==> config.mk <==
export PLATFORM = sky130hd
export DESIGN_NAME = flash_clk_frac_div
export DESIGN_NICKNAME = d
export VERILOG_FILES = /design/src/rtl/flash_div_pkg.sv /design/src/rtl/flash_div_ctrl.sv /design/src/rtl/flash_div_path.sv /design/src/rtl/flash_clk_frac_div.sv
export SDC_FILE = /design/constraint.sdc
export NUM_CORES = 1
export LEC_CHECK = 0
export BUFFER_PORTS_ARGS = -buffer_cell sky130_fd_sc_hd__buf_2
export CORE_ASPECT_RATIO = 1.75
export CORE_MARGIN = 1
export CORE_UTILIZATION = 55
export CTS_CLUSTER_DIAMETER = 50
export DETAILED_ROUTE_END_ITERATION = 10
export PLACE_DENSITY_LB_ADDON = 0.05
export SYNTH_ARGS = -nofsm -noshare
export SYNTH_HDL_FRONTEND = slang
export SYNTH_SLANG_ARGS = --single-unit
==> constraint.sdc <==
create_clock -name clk -period 7 [get_ports clk]
set_input_delay 0.7 -clock clk [delete_from_list [all_inputs] [get_ports clk]]
set_output_delay 0.7 -clock clk [all_outputs]
set_load 0.05 [all_outputs]
==> src/rtl/flash_div_pkg.sv <==
`timescale 1ns/1ps
package flash_div_pkg;
  // Widths of the setting inputs
  localparam int RATIO_W    = 2;
  localparam int PHASE_W    = 3;
  localparam int RATIO_BASE = 2;
  // Longest period: largest whole ratio plus the half-step cycle
  localparam int MAX_LEN    = RATIO_BASE + (1 << RATIO_W);
  localparam int CNT_W      = $clog2(MAX_LEN + 1);

  // Settings captured at a start edge
  typedef struct packed {
    logic [CNT_W-1:0]   baseLen;
    logic               half;
    logic               dutyLong;
    logic [PHASE_W-1:0] delay;
  } div_cfg_t;

  // Strobes from the control to one datapath channel
  typedef struct packed {
    logic start;
    logic halt;
  } div_strobe_t;
endpackage

==> src/rtl/flash_div_ctrl.sv <==
`timescale 1ns/1ps
module flash_div_ctrl
  import flash_div_pkg::*;
#(
  parameter int NUM_CH = 2
) (
  input  logic                        clk,
  input  logic                        rst_n,
  input  logic [RATIO_W-1:0]          ratioCode,
  input  logic                        halfStep,
  input  logic                        dutyHigh,
  input  logic [PHASE_W-1:0]          phaseCount,
  input  logic [NUM_CH-1:0]           en,
  output div_strobe_t [NUM_CH-1:0]    strobe,
  output div_cfg_t    [NUM_CH-1:0]    cfg
);
  localparam int WIDE = PHASE_W + CNT_W;

  logic [NUM_CH-1:0]  enPrev;
  logic [CNT_W-1:0]   baseLen;
  logic [PHASE_W-1:0] clampedDelay;
  logic               effDuty;

  always_ff @(posedge clk or negedge rst_n) begin
    if (!rst_n) enPrev <= '0;
    else        enPrev <= en;
  end

  // The ratio code is offset by the base, and the phase is clamped to one below the first period
  always_comb begin
    logic [WIDE-1:0] maxDelay;
    logic [WIDE-1:0] reqDelay;
    baseLen  = CNT_W'(ratioCode) + CNT_W'(RATIO_BASE);
    maxDelay = WIDE'(baseLen) - WIDE'(1);
    reqDelay = WIDE'(phaseCount);
    clampedDelay = (reqDelay > maxDelay) ? PHASE_W'(maxDelay) : phaseCount;
    effDuty = halfStep ? dutyHigh : 1'b1;
  end

  for (genvar ch = 0; ch < NUM_CH; ch++) begin : g_ch
    assign strobe[ch].start = en[ch] & ~enPrev[ch];
    assign strobe[ch].halt  = ~en[ch];
    assign cfg[ch].baseLen  = baseLen;
    assign cfg[ch].half     = halfStep;
    assign cfg[ch].dutyLong = effDuty;
    if (ch == 0) begin : g_plain
      assign cfg[ch].delay = '0;
    end else begin : g_shift
      assign cfg[ch].delay = clampedDelay;
    end
  end
endmodule

==> src/rtl/flash_div_path.sv <==
`timescale 1ns/1ps
module flash_div_path
  import flash_div_pkg::*;
(
  input  logic        clk,
  input  logic        rst_n,
  input  div_strobe_t strobe,
  input  div_cfg_t    cfgIn,
  output logic        clkOut,
  output logic        ready
);
  div_cfg_t           cfgHeld;
  logic               running;
  logic [PHASE_W-1:0] delayLeft;
  logic [CNT_W-1:0]   pos;
  logic               oddPeriod;
  logic               wrapped;
  logic               outReg;
  logic               readyReg;

  logic [CNT_W-1:0]   curLen;
  logic [CNT_W-1:0]   highLen;
  logic               lastPos;

  // Length of the current period and its high phase
  always_comb begin
    curLen  = cfgHeld.baseLen + CNT_W'(cfgHeld.half & oddPeriod);
    highLen = cfgHeld.dutyLong ? CNT_W'((curLen + CNT_W'(1)) >> 1)
                               : CNT_W'(curLen >> 1);
    lastPos = (pos == curLen - CNT_W'(1));
  end

  always_ff @(posedge clk or negedge rst_n) begin
    if (!rst_n) begin
      cfgHeld   <= '0;
      running   <= 1'b0;
      delayLeft <= '0;
      pos       <= '0;
      oddPeriod <= 1'b0;
      wrapped   <= 1'b0;
      outReg    <= 1'b0;
      readyReg  <= 1'b0;
    end else if (strobe.halt) begin
      running  <= 1'b0;
      outReg   <= 1'b0;
      readyReg <= 1'b0;
    end else if (strobe.start) begin
      cfgHeld   <= cfgIn;
      running   <= 1'b1;
      delayLeft <= cfgIn.delay;
      pos       <= '0;
      oddPeriod <= 1'b0;
      wrapped   <= 1'b0;
      outReg    <= 1'b0;
      readyReg  <= 1'b0;
    end else if (running) begin
      if (delayLeft != '0) begin
        delayLeft <= delayLeft - PHASE_W'(1);
      end else begin
        outReg <= (pos < highLen);
        if (lastPos) begin
          pos       <= '0;
          oddPeriod <= ~oddPeriod;
          wrapped   <= 1'b1;
        end else begin
          pos <= pos + CNT_W'(1);
        end
        if (pos == '0 && wrapped) readyReg <= 1'b1;
      end
    end
  end

  assign clkOut = outReg;
  assign ready  = readyReg;
endmodule

==> src/rtl/flash_clk_frac_div.sv <==
`timescale 1ns/1ps
module flash_clk_frac_div
  import flash_div_pkg::*;
(
  input  logic               clk,
  input  logic               rst_n,
  input  logic [RATIO_W-1:0] ratioCode,
  input  logic               halfStep,
  input  logic               dutyHigh,
  input  logic [PHASE_W-1:0] phaseCount,
  input  logic               plainEn,
  input  logic               shiftEn,
  output logic               plainClk,
  output logic               plainReady,
  output logic               shiftClk,
  output logic               shiftReady
);
  localparam int NUM_CH = 2;

  div_strobe_t [NUM_CH-1:0] strobe;
  div_cfg_t    [NUM_CH-1:0] cfg;
  logic        [NUM_CH-1:0] chClk;
  logic        [NUM_CH-1:0] chReady;

  flash_div_ctrl #(.NUM_CH(NUM_CH)) ctrl_i (
    .clk(clk), .rst_n(rst_n),
    .ratioCode(ratioCode), .halfStep(halfStep), .dutyHigh(dutyHigh),
    .phaseCount(phaseCount), .en({shiftEn, plainEn}),
    .strobe(strobe), .cfg(cfg)
  );

  for (genvar ch = 0; ch < NUM_CH; ch++) begin : g_path
    flash_div_path path_i (
      .clk(clk), .rst_n(rst_n),
      .strobe(strobe[ch]), .cfgIn(cfg[ch]),
      .clkOut(chClk[ch]), .ready(chReady[ch])
    );
  end

  assign plainClk   = chClk[0];
  assign plainReady = chReady[0];
  assign shiftClk   = chClk[1];
  assign shiftReady = chReady[1];
endmodule

==> results_dict.tcl <==
set metrics [dict create \
    status "finished with violations" \
    failed_checks "DRC" \
    min_period_ps 2379 \
    dpl.hpwl_mm 3.304 \
    swShare 0.3340 \
    startpoint_type "flip-flop" \
    crit_slowest_cell "or4b_1" \
    slowest_delay_ps 440 \
    cts_hold_buf 0 \
    syn-num-nets 270 \
    drc_errors 2 \
    grt_max_degree 35 \
    track_usage 0.2304 \
    ys_types 47 \
    crit_top_cell "ha_1" \
    path_clk_slew_ps 70 \
    wl_per_cell_um 14.22 \
    wirelength_mm 4.280 \
    slew_violations 0 \
    worstPathArrival_ps 2590 \
    insertion_delay_ps 290 \
    antenna_found_initial 0 \
    io_pins 15 \
    r2r_cells 10 \
    vias 1705 \
    ant_nets 0 \
    ys_seq_area_frac 0.3899 \
    post_cts_resized 0 \
    overflow 0 \
    finalClockSkew_ps 5.011 \
    tritoncts "built" \
    cts.path.max_buffers 2 \
    synth.avg_cell_area_sq_um 9.207 \
    fin_setup_tns_ps 0 \
    required_ps 7210 \
    yosysMostFrequentCell "nand2_1" \
    nFillCells 355 \
    clkPwrFrac 0.284 \
    ys_seq_elements 34 \
    rr_endpoint "g_path[1].path_i.clkOut" \
    p_sw_w 0.0002009 \
    cp_top_family "adder cells" \
    fin_util 0.6229 \
    row_count 30 \
    cts_made_buffers 5 \
    yosys_warnings 0 \
    finalHoldViolations 0 \
    drive_gt1_frac 0.1186 \
    cts_root_buf "clkbuf_8" \
    initial_utilization 0.5699 \
    synth-edff-count 0 \
    synthArstFlopShare 1.000 \
    rsz0062_at_grt "false" \
    worst-slew-pin-transition_ps 756.4 \
    core_area_sq_mm 0.003829 \
    ff2ff_setup_slack_ps 4620 \
    fmax_mhz 420.4 \
    power_leakage_nw 1.138 \
    syn_area_sq_mm 0.002182 \
    area_growth_pct 9.289 \
    yosysTopAreaCell "dfrtp_1" \
    synthTopCellsByArea "dfrtp_1 39%, ha_1 13%, nand2_1 6.7%, inv_1 3.3%, xnor2_1 3.2%" \
    viasPerCell 5.664 \
    dieArea_sq_mm 0.004233 \
    dieWidth_um 49.62 \
    diodes 0 \
    hp-class "reg -> reg" \
    pwr-share-comb 0.298 \
    crit_type "reg -> reg" \
    ys.flop_type "dfrtp_1" \
    post_cts_buffers 0 \
    period_share 0.3398 \
    die_h_um 85.33 \
    dp_cells 293 \
    crit_cells 10 \
    synthTopCellsByCount "39 x nand2_1, 34 x dfrtp_1, 22 x ha_1" \
    io_buffers 14 \
    cap_violations 0 \
    p_per_area_mw_per_mm2 252.2 \
    grt_pass1_wl_mm 7.376 \
    startpoint "g_path[1].path_i.oddPeriod" \
    routabilityCongestion 0.7606 \
    max-slew-margin-rel 0.4958 \
    netlist.area_leader.share 0.3899 \
    seq_power_share 0.418 \
    firstDrtPassIters 7 \
    peakVddDrop_mv 0.1733 \
    worstPathCellList "and2_1 -> ha_1 -> ha_1 -> ha_1 -> nand2_1 -> xnor2_1 -> ha_1 -> o21ai_1 -> or4b_1 -> a21oi_1" \
    nets 285 \
    finalNonFillerCells 301 \
    cts.sinks 34 \
    critPathCaptureType "flip-flop" \
    setup_violations 0 \
    drtIter0Drc 36 \
    h-tree-depth 2 \
    setup.worst_path.end "g_path[1].path_i.clkOut" \
    r2r_start "g_path[1].path_i.oddPeriod" \
    intPower_w 0.0004006 \
    synthCells 237 \
    worst-path-buf-inv 0 \
    worstPathMaxFanout 3 \
    grt_pass1_vias 1658 \
]
[cells in the final DEF, fill, tap and decap left out, drive strengths merged, types with 2 or more instances in the layout]
cell type	count
o2bb2ai	2
a21oi	4
o41ai	3
nor3	7
inv	22
ha	22
buf	14
nor2b	6
o21ai	15
o21bai	2
xor2	6
nor2	11
and2	2
nand2b	3
o21a	3
a31oi	3
nand3b	2
a221o	2
or4b	3
mux2i	5
clkbuf	8
mux2	2
nand3	8
xnor2	8
dfrtp	34
nand4	2
nand2	39
[final cells by class]
class / count / area [sq um] / share of cell area
Inverter: 22 / 82.58 / 0.03463
Timing Repair Buffer: 14 / 70.07 / 0.02938
Clock buffer: 8 / 110.1 / 0.04617
Sequential cell: 34 / 850.8 / 0.3568
Multi-Input combinational cell: 175 / 1211 / 0.5079
Tap cell: 48 / 60.06 / 0.02518
[registers in the layout, summed over array words and instances, names as in the netlist]
register,flops
g_path.path_i.running,2
g_path.path_i.clkOut,2
g_path.path_i.pos,6
g_path.path_i.cfgHeld,10
g_path.path_i.ready,2
g_path.path_i.oddPeriod,2
ctrl_i.enPrev,2
g_path.path_i.wrapped,2
g_path.path_i.delayLeft,6
[tightest hold or removal path: stages, from the launching register on]
cell and delay, ps:
dfrtp_1 340, nand2_1 50, nand2_1 50
[metal layers]
layer | global-route usage | routed length (um) | vias to the layer above
li1 | - | - | 853
met1 | 0.2440 | 1653 | 820
met2 | 0.4312 | 2443 | 24
met3 | 0.04301 | 95 | 8
met4 | 0.09351 | 88 | 0
met5 | 0 | 0 | -
[power groups by stage]
stage,combinational [W],sequential (W),clock [W]
after floorplan,0.000141,0.000248,0
final,0.000179,0.000251,0.000171
after detailed placement,0.000180,0.000256,0
after global routing,0.000207,0.000255,0.000182
after global placement,0.000177,0.000255,0
after CTS,0.000181,0.000252,0.000173
[stage by stage]
step           setup slack, ps  hold WS [ps]  total power [W]  cell area (sq um)
4_1_cts                   4589         471.7        0.0006061               2385
2_1_floorplan             4710         404.4        0.0003891               2182
3_3_place_gp              4468         449.4        0.0004319               2275
3_5_place_dp              4430         454.4        0.0004352               2275
6_report                  4621         470.7        0.0006015               2385
5_1_grt                   4461         515.2        0.0006435               2385
[worst min-delay path by stage]
stage                                startpoint  slack, ps                     endpoint  depth (start not counted)
floorplan                                 rst_n        400             ctrl_i.enPrev[0]                          0
global placement    g_path[0].path_i.cfgHeld[4]        450  g_path[0].path_i.cfgHeld[4]                          2
detailed placement  g_path[0].path_i.cfgHeld[4]        450  g_path[0].path_i.cfgHeld[4]                          2
CTS                 g_path[0].path_i.cfgHeld[4]        470  g_path[0].path_i.cfgHeld[4]                          2
global route        g_path[1].path_i.cfgHeld[4]        520  g_path[1].path_i.cfgHeld[4]                          2
finish              g_path[0].path_i.cfgHeld[4]        470  g_path[0].path_i.cfgHeld[4]                          2
[cells by family (layout without fill, tap and decap cells)]
group	count (synthesis)	in the layout	synth area share
simple gates	87	87	0.1961
compound gates	45	45	0.1434
flops	34	34	0.3899
buf+inv	28	44	0.05504
fa+ha+maj	22	22	0.1261
xor+xnor	14	14	0.05619
mux	7	7	0.03326
Note: power is estimated with default switching activity, not from simulation.
